==> src/rtl/smbuf_pkg.sv <==
package smbuf_pkg;
   typedef enum logic [1:0] {
      SEL_DAT0 = 2'd0,
      SEL_BLK  = 2'd1,
      SEL_AUX  = 2'd2,
      SEL_IDLE = 2'd3
   } smbuf_sel_e;

   localparam int AUX_PEC_BIT = 0;
   localparam int AUX_BUF_BIT = 1;
   localparam int AUX_W       = 2;
endpackage

==> src/rtl/smbuf_index.sv <==
// Saturating pointer: clear has priority, step stops at LIMIT.
module smbuf_index #(
   parameter int DEPTH = 32,
   parameter int IDX_W = 6
) (
   input  logic             clk,
   input  logic             rst_n,
   input  logic             clr,
   input  logic             step,
   output logic [IDX_W-1:0] idx
);
   localparam logic [IDX_W-1:0] LIMIT = IDX_W'(DEPTH);

   always_ff @(posedge clk or negedge rst_n) begin
      if (!rst_n)
         idx <= '0;
      else if (clr)
         idx <= '0;
      else if (step && (idx < LIMIT))
         idx <= idx + IDX_W'(1);
   end
endmodule

==> src/rtl/smbuf_store.sv <==
// Byte store with two write ports (port A wins) and two read ports.
module smbuf_store #(
   parameter int DATA_W         = 8,
   parameter int DEPTH          = 32,
   parameter int IDX_W          = 6,
   parameter bit CLEAR_ON_RESET = 1'b1
) (
   input  logic              clk,
   input  logic              rst_n,
   input  logic              wa_en,
   input  logic [IDX_W-1:0]  wa_addr,
   input  logic [DATA_W-1:0] wa_data,
   input  logic              wb_en,
   input  logic [IDX_W-1:0]  wb_addr,
   input  logic [DATA_W-1:0] wb_data,
   input  logic [IDX_W-1:0]  ra_addr,
   output logic [DATA_W-1:0] ra_data,
   input  logic [IDX_W-1:0]  rb_addr,
   output logic [DATA_W-1:0] rb_data
);
   localparam int               AW    = $clog2(DEPTH);
   localparam logic [IDX_W-1:0] LIMIT = IDX_W'(DEPTH);

   logic [DEPTH-1:0][DATA_W-1:0] flat;

   for (genvar e = 0; e < DEPTH; e++) begin : g_ent
      logic              hit_a;
      logic              hit_b;
      logic [DATA_W-1:0] q;

      assign hit_a = wa_en && (wa_addr == IDX_W'(e));
      assign hit_b = wb_en && (wb_addr == IDX_W'(e));

      if (CLEAR_ON_RESET) begin : g_rst
         always_ff @(posedge clk or negedge rst_n) begin
            if (!rst_n)
               q <= '0;
            else if (hit_a)
               q <= wa_data;
            else if (hit_b)
               q <= wb_data;
         end
      end else begin : g_norst
         always_ff @(posedge clk) begin
            if (hit_a)
               q <= wa_data;
            else if (hit_b)
               q <= wb_data;
         end
      end

      assign flat[e] = q;
   end

   assign ra_data = (ra_addr < LIMIT) ? flat[ra_addr[AW-1:0]] : '0;
   assign rb_data = (rb_addr < LIMIT) ? flat[rb_addr[AW-1:0]] : '0;
endmodule

==> src/rtl/smbuf_regs.sv <==
// Auxiliary control, data register 0, holding byte, done flag, length error.
module smbuf_regs
   import smbuf_pkg::*;
#(
   parameter int DATA_W = 8,
   parameter int DEPTH  = 32
) (
   input  logic              clk,
   input  logic              rst_n,
   input  logic              wr_aux,
   input  logic              wr_dat0,
   input  logic              wr_hold,
   input  logic [DATA_W-1:0] wdata,
   input  logic              cnt_we,
   input  logic [DATA_W-1:0] cnt_in,
   input  logic              eng_start,
   input  logic              eng_hold_we,
   input  logic [DATA_W-1:0] eng_rx_byte,
   input  logic              hs_set,
   input  logic              hs_clr,
   output logic [AUX_W-1:0]  aux_q,
   output logic [DATA_W-1:0] dat0_q,
   output logic [DATA_W-1:0] hold_q,
   output logic              hs_done,
   output logic              len_err
);
   localparam logic [DATA_W-1:0] MAX_LEN = DATA_W'(DEPTH);

   logic cnt_bad;
   assign cnt_bad = (cnt_in == '0) || (cnt_in > MAX_LEN);

   always_ff @(posedge clk or negedge rst_n) begin
      if (!rst_n) begin
         aux_q   <= '0;
         dat0_q  <= '0;
         hold_q  <= '0;
         hs_done <= 1'b0;
         len_err <= 1'b0;
      end else begin
         if (wr_aux)
            aux_q <= wdata[AUX_W-1:0];

         if (cnt_we)
            dat0_q <= cnt_in;
         else if (wr_dat0)
            dat0_q <= wdata;

         if (eng_hold_we)
            hold_q <= eng_rx_byte;
         else if (wr_hold)
            hold_q <= wdata;

         if (hs_set)
            hs_done <= 1'b1;
         else if (hs_clr)
            hs_done <= 1'b0;

         if (cnt_we)
            len_err <= cnt_bad;
         else if (eng_start)
            len_err <= 1'b0;
      end
   end
endmodule

==> src/rtl/smbuf_top.sv <==
module smbuf_top
   import smbuf_pkg::*;
#(
   parameter int DATA_W         = 8,
   parameter int DEPTH          = 32,
   parameter bit CLEAR_ON_RESET = 1'b1
) (
   input  logic              clk,
   input  logic              rst_n,
   input  logic [1:0]        sw_sel,
   input  logic              sw_wr,
   input  logic              sw_rd,
   input  logic [DATA_W-1:0] sw_wdata,
   output logic [DATA_W-1:0] sw_rdata,
   input  logic              hctl_rd,
   output logic              buf_mode,
   output logic              pec_en,
   input  logic              eng_start,
   input  logic              eng_pop,
   output logic [DATA_W-1:0] eng_tx_byte,
   output logic              eng_tx_last,
   input  logic              eng_cnt_we,
   input  logic [DATA_W-1:0] eng_cnt_in,
   output logic [DATA_W-1:0] eng_count,
   input  logic              eng_push,
   input  logic [DATA_W-1:0] eng_rx_byte,
   output logic              eng_len_err,
   output logic              hs_done,
   input  logic              hs_clr
);
   localparam int               IDX_W = $clog2(DEPTH + 1);
   localparam logic [IDX_W-1:0] LIMIT = IDX_W'(DEPTH);

   if (DEPTH < 2) begin : g_bad_depth
      $error("smbuf_top: DEPTH must be at least 2");
   end
   if (DEPTH >= (1 << DATA_W)) begin : g_bad_width
      $error("smbuf_top: DEPTH must fit in a DATA_W-bit count");
   end
   if (DATA_W <= IDX_W || DATA_W < AUX_W) begin : g_bad_data
      $error("smbuf_top: DATA_W too narrow for the index");
   end

   smbuf_sel_e        sel;
   logic              blk_acc;
   logic              sw_step;
   logic              sw_store_we;
   logic              eng_store_we;
   logic              eng_adv;
   logic [IDX_W-1:0]  sw_idx;
   logic [IDX_W-1:0]  eng_ptr;
   logic [DATA_W-1:0] eng_ptr_ext;
   logic [DATA_W-1:0] store_sw_q;
   logic [DATA_W-1:0] store_eng_q;
   logic [AUX_W-1:0]  aux_q;
   logic [DATA_W-1:0] dat0_q;
   logic [DATA_W-1:0] hold_q;

   assign sel         = smbuf_sel_e'(sw_sel);
   assign buf_mode    = aux_q[AUX_BUF_BIT];
   assign pec_en      = aux_q[AUX_PEC_BIT];
   assign eng_count   = dat0_q;
   assign eng_ptr_ext = {{(DATA_W-IDX_W){1'b0}}, eng_ptr};

   assign blk_acc      = (sel == SEL_BLK) && (sw_wr || sw_rd);
   assign sw_step      = buf_mode && blk_acc;
   assign sw_store_we  = buf_mode && (sel == SEL_BLK) && sw_wr;
   assign eng_store_we = buf_mode && eng_push && (eng_ptr < LIMIT) && (eng_ptr_ext < dat0_q);
   assign eng_adv      = buf_mode && (eng_pop || eng_store_we);

   smbuf_index #(.DEPTH(DEPTH), .IDX_W(IDX_W)) u_sw_idx (
      .clk  (clk),
      .rst_n(rst_n),
      .clr  (hctl_rd),
      .step (sw_step),
      .idx  (sw_idx)
   );

   smbuf_index #(.DEPTH(DEPTH), .IDX_W(IDX_W)) u_eng_idx (
      .clk  (clk),
      .rst_n(rst_n),
      .clr  (eng_start),
      .step (eng_adv),
      .idx  (eng_ptr)
   );

   smbuf_store #(
      .DATA_W(DATA_W), .DEPTH(DEPTH), .IDX_W(IDX_W), .CLEAR_ON_RESET(CLEAR_ON_RESET)
   ) u_store (
      .clk    (clk),
      .rst_n  (rst_n),
      .wa_en  (eng_store_we),
      .wa_addr(eng_ptr),
      .wa_data(eng_rx_byte),
      .wb_en  (sw_store_we),
      .wb_addr(sw_idx),
      .wb_data(sw_wdata),
      .ra_addr(sw_idx),
      .ra_data(store_sw_q),
      .rb_addr(eng_ptr),
      .rb_data(store_eng_q)
   );

   smbuf_regs #(.DATA_W(DATA_W), .DEPTH(DEPTH)) u_regs (
      .clk        (clk),
      .rst_n      (rst_n),
      .wr_aux     (sw_wr && (sel == SEL_AUX)),
      .wr_dat0    (sw_wr && (sel == SEL_DAT0)),
      .wr_hold    (!buf_mode && (sel == SEL_BLK) && sw_wr),
      .wdata      (sw_wdata),
      .cnt_we     (eng_cnt_we),
      .cnt_in     (eng_cnt_in),
      .eng_start  (eng_start),
      .eng_hold_we(!buf_mode && eng_push),
      .eng_rx_byte(eng_rx_byte),
      .hs_set     (!buf_mode && (eng_push || eng_pop)),
      .hs_clr     (hs_clr),
      .aux_q      (aux_q),
      .dat0_q     (dat0_q),
      .hold_q     (hold_q),
      .hs_done    (hs_done),
      .len_err    (eng_len_err)
   );

   always_comb begin
      unique case (sel)
         SEL_DAT0: sw_rdata = dat0_q;
         SEL_BLK:  sw_rdata = buf_mode ? store_sw_q : hold_q;
         SEL_AUX:  sw_rdata = {{(DATA_W-AUX_W){1'b0}}, aux_q};
         default:  sw_rdata = '0;
      endcase
   end

   assign eng_tx_byte = buf_mode ? store_eng_q : hold_q;
   assign eng_tx_last = buf_mode && ((eng_ptr_ext + DATA_W'(1)) == dat0_q);
endmodule

==> config.mk <==
export PLATFORM = sky130hd
export DESIGN_NAME = smbuf_top
export DESIGN_NICKNAME = d
export VERILOG_FILES = /design/src/rtl/smbuf_pkg.sv /design/src/rtl/smbuf_index.sv /design/src/rtl/smbuf_store.sv /design/src/rtl/smbuf_regs.sv /design/src/rtl/smbuf_top.sv
export SDC_FILE = /design/constraint.sdc
export NUM_CORES = 1
export LEC_CHECK = 0
export BUFFER_PORTS_ARGS = -buffer_cell sky130_fd_sc_hd__buf_4
export CORE_MARGIN = 5
export CORE_UTILIZATION = 60
export CTS_BUF_LIST = sky130_fd_sc_hd__clkbuf_8
export CTS_CLUSTER_SIZE = 14
export DETAILED_ROUTE_END_ITERATION = 10
export PLACE_DENSITY_LB_ADDON = 0.2
export SLEW_MARGIN = 20
export SYNTH_ARGS = -nofsm -noshare
export SYNTH_HDL_FRONTEND = slang
export SYNTH_SLANG_ARGS = --single-unit
==> constraint.sdc <==
create_clock -name clk -period 5 [get_ports clk]
set_clock_uncertainty 0.05 [all_clocks]
set_input_delay 0.25 -clock clk [delete_from_list [all_inputs] [get_ports clk]]
set_output_delay 0.25 -clock clk [all_outputs]
set_load 0.01 [all_outputs]
==> impl_metrics.json, run 1 <==
{
  "grt_antenna_before_repair": 2,
  "worstPathMaxFanout": 44,
  "synthesized_area_fraction_occupied_by_and_or_nand_nor_cells_pct": 5.746,
  "m1WireLength_um": 24200,
  "globalRoute.totalOverflow": 0,
  "floorplan.core_area_um2": 31720,
  "syn-mean-instance-area_um2": 12.40,
  "post_synth_num_cell_types": 52,
  "synth_xor_area_share_pct": 0.6327,
  "fin_setup_tns_ns": 0,
  "grt_max_degree": 108,
  "cts_inserted_buffers": 51,
  "dr_wl_met2_um": 27830,
  "detail_route.wl_per_cell_um": 29.81,
  "dominant_combinational_cell_family_by_area_after_synthesis": "multiplexers",
  "clock-sinks": 288,
  "power_frac_seq_pct": 41.6,
  "timing.critical_path.arrival_ns": 4.24,
  "synth_largest_type_area_fraction_pct": 37.19,
  "drtPass1Iterations": 6,
  "clock_latency_ns": 0.62,
  "finalCoreUtilization_pct": 67.29,
  "rows": 65,
  "y_dimension_of_the_die_um": 189.7,
  "number_of_enable_flip_flop_cells_after_synthesis": 0,
  "final_weighted_congestion_of_routability_driven_global_placement": 1.007,
  "maxSlewHeadroom_pct": 20.66,
  "tightest_slew_ns": 1.175,
  "max_capacitance_violation_total": 0,
  "layout.nets": 1651,
  "groute.usage.overall_pct": 33.64,
  "htree_levels": 2,
  "floorplan.die.width_um": 189.7,
  "detailed_place_hpwl_um": 39110,
  "clock_tree.buffer_depth": 3,
  "num_vias": 14380,
  "timing.critical_path.required_ns": 4.70,
  "drt-initial-drc-count": 1656,
  "timing.final.setup_violations": 0,
  "report.final.hold_viol_count": 0,
  "layout_worst_path_cycle_share_pct": 90.89,
  "end_kind": "primary output",
  "worst-setup-path-type": "reg -> out",
  "synth_nets": 1613,
  "synth.ff_latch_count": 288,
  "drive_gt1_share_pct": 44.25,
  "synth.yosys.seq_area_share_pct": 37.19,
  "muxShareOfSynthArea_pct": 47.10,
  "grt_pass1_wl_um": 91810,
  "syn_to_final_growth_pct": 10.13,
  "clock-root-buffer": "sky130_fd_sc_hd__clkbuf_8",
  "cell_internal_pwr_mw": 4.405,
  "synth_fa_ha_area_share_pct": 0.9039,
  "synth-compound-area-share_pct": 5.191,
  "p_clk_share_pct": 34.6,
  "postCtsSetupBuffers": 0,
  "peakVddDrop_mv": 0.2572,
  "postSynth.asyncResetShare_pct": 100.0,
  "grt_pass1_vias": 14700,
  "rsz0062_at_grt": "false",
  "power_dissipated_by_switching_net_loads_mw": 2.052,
  "multi_input_logic_area_um2": 11560,
  "drt_wl_total_um": 60780,
  "ys.flop_type": "sky130_fd_sc_hd__dfrtp_1",
  "top_level_ports": 65,
  "synthesis.area_um2": 19380,
  "sequential_cell_area_um2": 7216,
  "met3_wirelength_um": 6181,
  "start_util_pct": 61.10,
  "min_period_ns": 4.545,
  "count_of_synthesis_stage_warnings_from_yosys": 0,
  "netlist.top_cell.by_area": "sky130_fd_sc_hd__dfrtp_1",
  "drtAntennaViolNets": 0,
  "power_switching_share_pct": 31.78,
  "top_layer": "met5",
  "synthTopCellsByArea": "sky130_fd_sc_hd__dfrtp_1, sky130_fd_sc_hd__mux2_2, sky130_fd_sc_hd__mux4_2",
  "slew_violations": 0,
  "clock_pin_slew_on_the_worst_setup_and_hold_paths_ns": 0.06,
  "max_clock_freq_mhz": 220.0,
  "drc_errors": 0,
  "yosysMostFrequentCell": "sky130_fd_sc_hd__mux2_2",
  "die_area_um2": 35990,
  "run_status": "finished, final reports clean",
  "number_of_cells_produced_by_synthesis": 1563,
  "synth.top_cells.by_count": "sky130_fd_sc_hd__mux2_2, sky130_fd_sc_hd__dfrtp_1, sky130_fd_sc_hd__mux2i_1, sky130_fd_sc_hd__mux4_2, sky130_fd_sc_hd__clkbuf_1",
  "clock_tree_from_tritoncts": "done",
  "hp-class": "in -> reg",
  "power.combinational.fraction_pct": 23.8,
  "buffer_ports.inserted": 64,
  "nFillCells": 2376,
  "crit_path_start_kind": "flip-flop",
  "detail_route.vias_per_cell": 7.054,
  "powerDensity_nw_per_um2": 302.5,
  "p_leak_nw": 9.816
}
## routing by layer
metal / GRT usage [%] / up-vias
met4: 12.97 / 4
li1: - / 5992
met2: 52.21 / 857
met5: 0 / -
met3: 9.119 / 194
met1: 45.57 / 7336
## power groups by stage
stage               Sequential (mW)  Clock (mW)  Combinational [mW]
finish                         2.69        2.23                1.53
global placement               2.71           0                1.44
floorplan                      2.63           0               0.984
global route                   2.71        2.36                1.62
CTS                            2.68        2.26                1.49
detailed placement             2.72           0                1.46
## registers in the layout, indices dropped and copies added (netlist names)
register and cells:
u_store.g_ent.q 256, u_regs.dat0_q 8, u_regs.hold_q 8, u_eng_idx.idx 6, u_sw_idx.idx 6, u_regs.aux_q 2
u_regs.hs_done 1, u_regs.len_err 1
## placed cells by master, fill, tap and decap left out, drive strengths merged, types with 31 or more instances in the layout
cell,n
mux2i,130
mux4,88
dlygate4sd3,31
nor2,63
dfrtp,288
mux2,519
clkbuf,65
inv,35
nand2,79
buf,80
a21oi,31
## critical path, stage by stage (launching register included)
cell                       delay, ns
sky130_fd_sc_hd__dfrtp_4        0.89
sky130_fd_sc_hd__buf_12         0.38
sky130_fd_sc_hd__mux2i_1        0.12
sky130_fd_sc_hd__a22o_1         0.27
sky130_fd_sc_hd__a221oi_1       0.31
sky130_fd_sc_hd__o22ai_1        0.23
sky130_fd_sc_hd__o41ai_1        1.08
sky130_fd_sc_hd__buf_4          0.27
## cell type report
class | instances | share of cell area (%)
Antenna cell | 1 | 0.01172
Clock buffer | 65 | 4.192
Clock inverter | 23 | 0.5862
Inverter | 17 | 0.2990
Multi-Input combinational cell | 1132 | 54.15
Sequential cell | 288 | 33.81
Tap cell | 402 | 2.357
Timing Repair Buffer | 111 | 4.596
## repair_timing
action	CTS	global route
gates resized for setup	0	0
endpoints found under the hold margin	126	0
hold buffers	31	0
## path summary, 6_finish.rpt
path	from	endpoint	slack, ns	cells after the start
worst max-delay path	u_eng_idx.idx[1]	eng_tx_byte[7]	0.46	7
worst min-delay path	eng_pop	u_eng_idx.idx[5]	0.04	5
worst max register to register	u_eng_idx.idx[1]	u_store.g_ent[13].q[0]	1.56	8
worst min register to register	u_regs.len_err	u_regs.len_err	0.41	2
max in group asynchronous	rst_n	u_store.g_ent[24].q[7]	3.28	3
min in group asynchronous	rst_n	u_store.g_ent[5].q[5]	0.29	2
## logic make-up (layout without fill, tap and decap cells)
family,Yosys count,after routing
and+or+nand+nor,226,226
adders and majority gates,14,14
xor gates and xnor gates,14,14
AOI/OAI and AO/OA,141,141
muxes,737,737
other,0,1
DFF,288,288
buffers and inverters,143,216
## per-stage QoR
| stage | worst slack (ns) | total power, mW | cells | hold WS [ns] | cell area [um2] |
|---|---|---|---|---|---|
| floorplan | 2.127 | 3.612 | 1563 | -0.09559 | 19380 |
| global placement | 1.205 | 4.144 | 1919 | 0.3426 | 20010 |
| detailed placement | 1.276 | 4.183 | 1919 | 0.3499 | 20010 |
| CTS | 0.6164 | 6.429 | 2038 | 0.009729 | 21340 |
| global route | 0.4288 | 6.692 | 2038 | 0.04988 | 21340 |
| finish | 0.4555 | 6.457 | 2039 | 0.04121 | 21340 |
Note: power is estimated with default switching activity, not from simulation.
==> inputs of run 2 (changes only) <==
- CORE_MARGIN: 5 -> 2
==> impl_metrics.json, run 2 (same netlist as run 1, synthesis figures left out) <==
{
  "run_status": "finished, final reports clean",
  "cts_inserted_buffers": 52,
  "floorplan.die.width_um": 183.7,
  "gr-max-usage-layer": "met2",
  "final_weighted_congestion_of_routability_driven_global_placement": 0.9936,
  "max_clock_freq_mhz": 216.7,
  "report.final.hold_viol_count": 0,
  "drc_errors": 0,
  "detailed_place_hpwl_um": 39170,
  "fin_setup_tns_ns": 0,
  "detail_route.vias_per_cell": 6.961,
  "fin_hold_ws_ns": 0.02509,
  "grt_antenna_before_repair": 0,
  "detail_route.wl_per_cell_um": 29.13,
  "timing.critical_path.arrival_ns": 4.31,
  "top_regs": "u_store.g_ent.q: 256 flops, u_regs.dat0_q: 8 flops, u_regs.hold_q: 8 flops",
  "tightest_slew_ns": 1.237,
  "layoutNonFillerInstCount": 2046,
  "grt_max_degree": 148,
  "floorplan.core_area_um2": 31720,
  "postCtsResizedCells": 0,
  "crit_path_start_kind": "flip-flop",
  "layout.nets": 1655,
  "drtPass1Iterations": 5,
  "slew_violations": 0,
  "peakVddDrop_mv": 0.2734,
  "grt_pass1_vias": 14140,
  "clock-root-buffer": "sky130_fd_sc_hd__clkbuf_8",
  "maxSlewHeadroom_pct": 16.44,
  "globalRoute.totalOverflow": 0,
  "top_library_cells_by_usage_in_the_layout_fill_and_taps_aside": "sky130_fd_sc_hd__mux2_2, sky130_fd_sc_hd__dfrtp_1, sky130_fd_sc_hd__mux2i_1",
  "hp-class": "in -> reg",
  "grt_pass1_wl_um": 89870,
  "groute.usage.overall_pct": 35.91,
  "layout_worst_path_cycle_share_pct": 92.27,
  "num_vias": 14240,
  "drt-initial-drc-count": 1771,
  "largest_register": "u_store.g_ent.q",
  "drtAntennaViolNets": 0,
  "powerDensity_nw_per_um2": 297.2,
  "rows": 65,
  "antenna-diode-count": 0,
  "largest_register_ffs": 256,
  "most_common_library_cell_in_the_layout_ignoring_fill_and_taps": "sky130_fd_sc_hd__mux2_2",
  "buffer_ports.inserted": 64,
  "htree_levels": 2,
  "clock_pin_slew_on_the_worst_setup_and_hold_paths_ns": 0.05,
  "ff2ff_path_depth": 8,
  "drive_gt1_share_pct": 43.98,
  "rsz0062_at_grt": "false",
  "holdPathStages": 3,
  "top_level_ports": 65,
  "clock-sinks": 288,
  "die_area_um2": 33750,
  "start_util_pct": 61.10,
  "globalRouteMet2Util_pct": 54.14,
  "clock_tree_from_tritoncts": "done",
  "y_dimension_of_the_die_um": 183.7,
  "max_capacitance_violation_total": 0,
  "drt_wl_total_um": 59600,
  "clock_latency_ns": 0.59,
  "syn_to_final_growth_pct": 9.833,
  "placed_instances": 1922,
  "worstPathMaxFanout": 41,
  "clock_tree.buffer_depth": 3,
  "p_leak_nw": 9.838,
  "end_kind": "primary output",
  "min_period_ns": 4.614,
  "timing.critical_path.required_ns": 4.70,
  "worst-setup-path-type": "reg -> out",
  "postCtsSetupBuffers": 0,
  "global_route.usage.met3_pct": 7.330,
  "timing.final.setup_violations": 0,
  "global_route.usage.met1_pct": 51.50
}
run 2: changes by cell type in the layout (fill, tap and decap cells not counted), sizes merged:
cell / before / now
inv: 35 / 44
buf: 80 / 83
clkbuf: 65 / 62
bufinv: 1 / 0
clkinv: 3 / 4
clkinvlp: 1 / 0
diode: 1 / 0
run 2: final cells by class:
| type | count | area (um2) |
|---|---|---|
| well taps | 402 | 503.0 |
| fillers | 2297 | 10430 |
| flip-flops and latches | 288 | 7217 |
| clock inverters | 31 | 126.4 |
| inverters | 17 | 63.81 |
| repair buffers | 114 | 965.9 |
| clock buffers | 62 | 853.3 |
| multi-input cells | 1132 | 11560 |
run 2: routing by layer:
metal  up-vias  routed length, um
li1       5992                  -
met4         0               2295
met3       162               5676
met5         -                  0
met1      7244              24950
met2       844              26680
run 2: worst max-delay path, stage by stage, from the launching register on:
cell and delay [ns]:
sky130_fd_sc_hd__dfrtp_4 0.93, sky130_fd_sc_hd__buf_4 0.47, sky130_fd_sc_hd__mux2i_1 0.16, sky130_fd_sc_hd__a22o_1 0.27, sky130_fd_sc_hd__a221oi_1 0.25, sky130_fd_sc_hd__o22ai_1 0.22
sky130_fd_sc_hd__o41ai_1 1.12, sky130_fd_sc_hd__buf_4 0.28
run 2: report_power, final:
group,total [mW],leakage [nW],internal [mW],switching (mW)
registers,2.70,3.92,2.50,0.204
clock network,2.11,0.604,1.12,0.996
logic,1.51,5.31,0.695,0.817
total,6.33,9.84,4.31,2.02
run 2: final timing paths:
kind                                  startpoint                      to  slack, ns
min in group asynchronous                  rst_n  u_store.g_ent[12].q[2]       0.23
max in group asynchronous                  rst_n  u_store.g_ent[29].q[0]       3.33
worst min-delay path                       sw_wr         u_regs.aux_q[0]       0.03
worst max register to register  u_eng_idx.idx[1]  u_store.g_ent[31].q[7]       1.47
worst max-delay path            u_eng_idx.idx[1]          eng_tx_byte[7]       0.39
worst min register to register  u_regs.hold_q[6]        u_regs.hold_q[6]       0.49
run 2: per-stage QoR:
stage                     worst slack [ns]  power [mW]  area [um2]  utilization (%)
after global placement               1.261       4.128       19990            63.04
after floorplan                      2.127       3.612       19380                -
after global routing                0.4108       6.556       21290            67.11
final                               0.3863       6.325       21290            67.11
after detailed placement             1.252       4.165       19990            63.04
after CTS                           0.6389       6.294       21280            67.10
run 2: timing repair:
action	CTS	global route
setup endpoints to repair	0	0
hold buffers	31	0
hold endpoints to repair	108	0
